`src/rtl/bypass_pkg.sv`:
```
package bypass_pkg;

   typedef enum logic [1:0] {
      BYP_RF = 2'b00,
      BYP_MW = 2'b01,
      BYP_XM = 2'b10
   } byp_sel_e;

   localparam int NUM_OPND = 2;

endpackage

```
`src/rtl/byp_hit.sv`:
```
module byp_hit #(
   parameter int REG_W = 5
) (
   input  logic [REG_W-1:0] src,
   input  logic [REG_W-1:0] dst,
   input  logic             wen,
   input  logic             live,
   input  logic             blocked,
   output logic             hit
);

   localparam logic [REG_W-1:0] ZERO_REG = '0;

   logic producer_ok;

   assign producer_ok = live & wen & ~blocked & (dst != ZERO_REG);
   assign hit         = producer_ok & (dst == src);

endmodule

```
`src/rtl/byp_operand.sv`:
```
module byp_operand
   import bypass_pkg::*;
#(
   parameter int DATA_W = 32,
   parameter int REG_W  = 5
) (
   input  logic [REG_W-1:0]  src,
   input  logic [DATA_W-1:0] rf_val,
   input  logic [REG_W-1:0]  xm_rd,
   input  logic              xm_we,
   input  logic              xm_live,
   input  logic              xm_load,
   input  logic [DATA_W-1:0] xm_data,
   input  logic [REG_W-1:0]  mw_rd,
   input  logic              mw_we,
   input  logic              mw_live,
   input  logic [DATA_W-1:0] mw_data,
   output logic [1:0]        sel,
   output logic [DATA_W-1:0] opnd
);

   logic     xm_hit;
   logic     mw_hit;
   byp_sel_e pick;

   byp_hit #(.REG_W(REG_W)) u_xm_hit (
      .src     (src),
      .dst     (xm_rd),
      .wen     (xm_we),
      .live    (xm_live),
      .blocked (xm_load),
      .hit     (xm_hit)
   );

   byp_hit #(.REG_W(REG_W)) u_mw_hit (
      .src     (src),
      .dst     (mw_rd),
      .wen     (mw_we),
      .live    (mw_live),
      .blocked (1'b0),
      .hit     (mw_hit)
   );

   always_comb begin
      if (xm_hit) begin
         pick = BYP_XM;
      end else if (mw_hit) begin
         pick = BYP_MW;
      end else begin
         pick = BYP_RF;
      end
   end

   always_comb begin
      unique case (pick)
         BYP_XM:  opnd = xm_data;
         BYP_MW:  opnd = mw_data;
         default: opnd = rf_val;
      endcase
   end

   assign sel = pick;

endmodule

```
`src/rtl/alu_bypass_unit.sv`:
```
module alu_bypass_unit
   import bypass_pkg::*;
#(
   parameter int DATA_W = 32,
   parameter int REG_W  = 5
) (
   input  logic [REG_W-1:0]  ex_rs_a,
   input  logic [REG_W-1:0]  ex_rs_b,
   input  logic [DATA_W-1:0] rf_val_a,
   input  logic [DATA_W-1:0] rf_val_b,
   input  logic [REG_W-1:0]  xm_rd,
   input  logic              xm_we,
   input  logic              xm_live,
   input  logic              xm_load,
   input  logic [DATA_W-1:0] xm_data,
   input  logic [REG_W-1:0]  mw_rd,
   input  logic              mw_we,
   input  logic              mw_live,
   input  logic [DATA_W-1:0] mw_data,
   output logic [DATA_W-1:0] opnd_a,
   output logic [DATA_W-1:0] opnd_b,
   output logic [1:0]        sel_a,
   output logic [1:0]        sel_b
);

   generate
      if (DATA_W < 1) begin : g_bad_data_w
         $error("alu_bypass_unit: DATA_W must be at least 1");
      end
      if (REG_W < 1 || REG_W > 8) begin : g_bad_reg_w
         $error("alu_bypass_unit: REG_W must lie in 1..8");
      end
   endgenerate

   logic [REG_W-1:0]  src_v  [NUM_OPND];
   logic [DATA_W-1:0] rf_v   [NUM_OPND];
   logic [DATA_W-1:0] opnd_v [NUM_OPND];
   logic [1:0]        sel_v  [NUM_OPND];

   assign src_v[0] = ex_rs_a;
   assign src_v[1] = ex_rs_b;
   assign rf_v[0]  = rf_val_a;
   assign rf_v[1]  = rf_val_b;

   generate
      for (genvar g = 0; g < NUM_OPND; g++) begin : g_opnd
         byp_operand #(
            .DATA_W (DATA_W),
            .REG_W  (REG_W)
         ) u_opnd (
            .src     (src_v[g]),
            .rf_val  (rf_v[g]),
            .xm_rd   (xm_rd),
            .xm_we   (xm_we),
            .xm_live (xm_live),
            .xm_load (xm_load),
            .xm_data (xm_data),
            .mw_rd   (mw_rd),
            .mw_we   (mw_we),
            .mw_live (mw_live),
            .mw_data (mw_data),
            .sel     (sel_v[g]),
            .opnd    (opnd_v[g])
         );
      end
   endgenerate

   assign opnd_a = opnd_v[0];
   assign opnd_b = opnd_v[1];
   assign sel_a  = sel_v[0];
   assign sel_b  = sel_v[1];

endmodule

```
`config.mk`:
```
export PLATFORM = sky130hd
export DESIGN_NAME = alu_bypass_unit
export DESIGN_NICKNAME = d
export VERILOG_FILES = /design/src/rtl/bypass_pkg.sv /design/src/rtl/byp_hit.sv /design/src/rtl/byp_operand.sv /design/src/rtl/alu_bypass_unit.sv
export SDC_FILE = /design/constraint.sdc
export NUM_CORES = 1
export LEC_CHECK = 0
export ABC_AREA = 1
export CAP_MARGIN = 5
export CORE_MARGIN = 8
export CORE_UTILIZATION = 32
export DETAILED_ROUTE_END_ITERATION = 6
export MAX_ROUTING_LAYER = met4
export PLACE_DENSITY = 0.86
export SYNTH_ARGS = -nofsm -noshare
export SYNTH_HDL_FRONTEND = slang
export SYNTH_SLANG_ARGS = --single-unit
```
`constraint.sdc`:
```
create_clock -name vclk -period 2.7
set_clock_uncertainty 0.1 [all_clocks]
set_input_delay 0.54 -clock vclk [all_inputs]
set_output_delay 0.54 -clock vclk [all_outputs]
set_load 0.005 [all_outputs]
```
==> results_dict.tcl <==
set metrics [dict create \
    outcome "finished clean" \
    critPathLaunchType "input port" \
    drt-initial-drc-count 192 \
    ant_nets 0 \
    antenna_found_initial 0 \
    grt_pass1_vias 3945 \
    fmax_mhz 380 \
    period_share 0.974 \
    regArea_um2 0 \
    setup_viol 0 \
    setup_ws_ps 70.4 \
    track_usage 0.274 \
    syn-num-nets 549 \
    grt-ovfl-total 0 \
    core_area_mm2 0.00635 \
    critPathMaxFanout 9 \
    synthTopCellsByArea "nand3_1, nand2_1, buf_6, nand3_2, nor2_1" \
    totalWireLength_mm 13.8 \
    via_per_inst 5.50 \
    power_density_mw_per_mm2 108 \
    dieWidth_um 96.8 \
    place_area_mm2 0.00442 \
    leakagePower_nw 2.17 \
    crit_type "in -> out" \
    peakVddDrop_mv 0.0736 \
    slew_headroom 0.817 \
    hold_slack_ps 1620 \
    drc 0 \
    synthDistinctLibCells 18 \
    synthMuxAreaShare 0 \
    max_cap_violations 0 \
    synth_area_mm2 0.00209 \
    synth_top_area_frac 0.446 \
    pin_count 221 \
    numPortBuffers 221 \
    wire_per_inst_um 19.4 \
    synth_cells 396 \
    synth_xor_area_frac 0.0419 \
    synth_top_family_by_area "simple AND/OR/NAND/NOR gates" \
    crit_path_start "ex_rs_b[3]" \
    hpwl_mm 9.85 \
    yosysWarnings 0 \
    num_antenna_cells 0 \
    design.seq.count 0 \
    finalMaxSlewViolations 0 \
    yosys.area.top_type "nand3_1" \
    syn2layout_area_growth_pct 122 \
    vias 3901 \
    drive_above_1_share 0.252 \
    firstDrtPassIters 5 \
    syn_area_per_cell_um2 5.27 \
    worstPathRequired_ps 2060 \
    finalPower_w 0.000503 \
    pre_cts_slack_ps -555 \
    synthAdderAreaFrac 0 \
    start_util 0.329 \
    final_hold_viol_count 0 \
    num-nets-final 787 \
    cp-end-kind "output port" \
    min_path_cells 4 \
    grt_start_max_net_pins 33 \
    min_period_ps 2630 \
    die_h_um 96.8 \
    min_path_type "in -> out" \
    die_area_mm2 0.00937 \
    worst_pin_slew_ps 273 \
    rsz0062_at_grt "yes" \
    num_rows 29 \
    nClkBuffers 0 \
    gp_congestion 0.930 \
    min-delay-start "rf_val_b[29]" \
    ys_seq_area_frac 0 \
    synth_compound_area_frac 0.00479 \
    synth-simple-area-share 0.757 \
    arrival_ps 1990 \
    postLayoutCellArea_mm2 0.00464 \
    post-route-util 0.730 \
    grt_pass1_wl_mm 21.1 \
    holdPathEnd "opnd_b[29]" \
]
-- layout make-up --
class	instances	area (µm²)
fillers	537	1710
inverters	20	82.6
multi-input cells	341	1760
repair buffers	271	2700
well taps	77	96.3
-- through the flow --
step	cells	setup TNS, ps
4_1_cts	708	-33.5
6_report	709	0
3_3_place_gp	684	-30580
3_5_place_dp	684	-32740
2_1_floorplan	396	0
5_1_grt	709	-262
-- worst max-delay path by stage --
stage               cells past startpoint  slack (ps)         end
global placement                       10        -490  opnd_a[29]
floorplan                               9         650  opnd_a[10]
global route                           11         -50   opnd_b[4]
CTS                                    12         -30   opnd_b[2]
detailed placement                     11        -550  opnd_a[13]
finish                                 11          70   opnd_b[4]
-- power by group --
part	internal (W)	switching, W
clock network	0	0
registers	0	0
logic	0.000308	0.000195
-- critical path, cell delays in order --
cell,delay (ps)
clkdlybuf4s15_1,250
inv_1,50
nand2_1,80
nand2_1,60
nor2_1,130
nand3_2,110
nor2_4,120
bufbuf_16,290
nand3_1,70
nand3_1,80
clkdlybuf4s15_1,210
-- Yosys cell counts --
| cell | count |
|---|---|
| inv_1 | 13 |
| nand2_4 | 1 |
| buf_4 | 6 |
| nand3b_1 | 1 |
| inv_2 | 7 |
| nand3_2 | 13 |
| nand2_1 | 107 |
| clkbuf_8 | 3 |
| nor2_1 | 17 |
| o21ai_0 | 1 |
| xnor2_1 | 4 |
| buf_6 | 19 |
| buf_2 | 7 |
| nor2_4 | 2 |
| xor2_1 | 6 |
| o21ai_1 | 1 |
| nand3_1 | 186 |
| nor2_2 | 2 |
-- cells by family (layout without fill, tap and decap cells) --
group	after synthesis	after routing
AND/OR/NAND/NOR	329	329
buffers and inverters	55	291
XOR/XNOR	10	10
AO/OA/AOI/OAI	2	2
-- per-layer routing --
metal | vias up | GRT usage | share of wire
met5 | - | - | 0
met4 | 0 | 0.110 | 0.042
met3 | 46 | 0.0462 | 0.085
met2 | 245 | 0.484 | 0.50
met1 | 1774 | 0.298 | 0.37
li1 | 1836 | - | -
-- layout by cell type (no fill, tap or decap), drive strengths merged, types with 2 or more instances in the layout --
| cell | count |
|---|---|
| nor2 | 21 |
| dlygate4sd2 | 9 |
| nand3 | 199 |
| clkbuf | 35 |
| xnor2 | 4 |
| buf | 76 |
| o21ai | 2 |
| xor2 | 6 |
| nand2 | 108 |
| clkdlybuf4s15 | 18 |
| inv | 20 |
| clkdlybuf4s50 | 130 |
| bufbuf | 2 |
-- what timing repair did --
action / in CTS / in global routing
setup endpoints to repair: 68 / 66
pin swaps: 16 / 17
setup buffers: 19 / 1
gates cloned: 7 / 1
hold buffers: 0 / 0
gates resized for setup: 250 / 66
(Power assumes the default switching activity.)
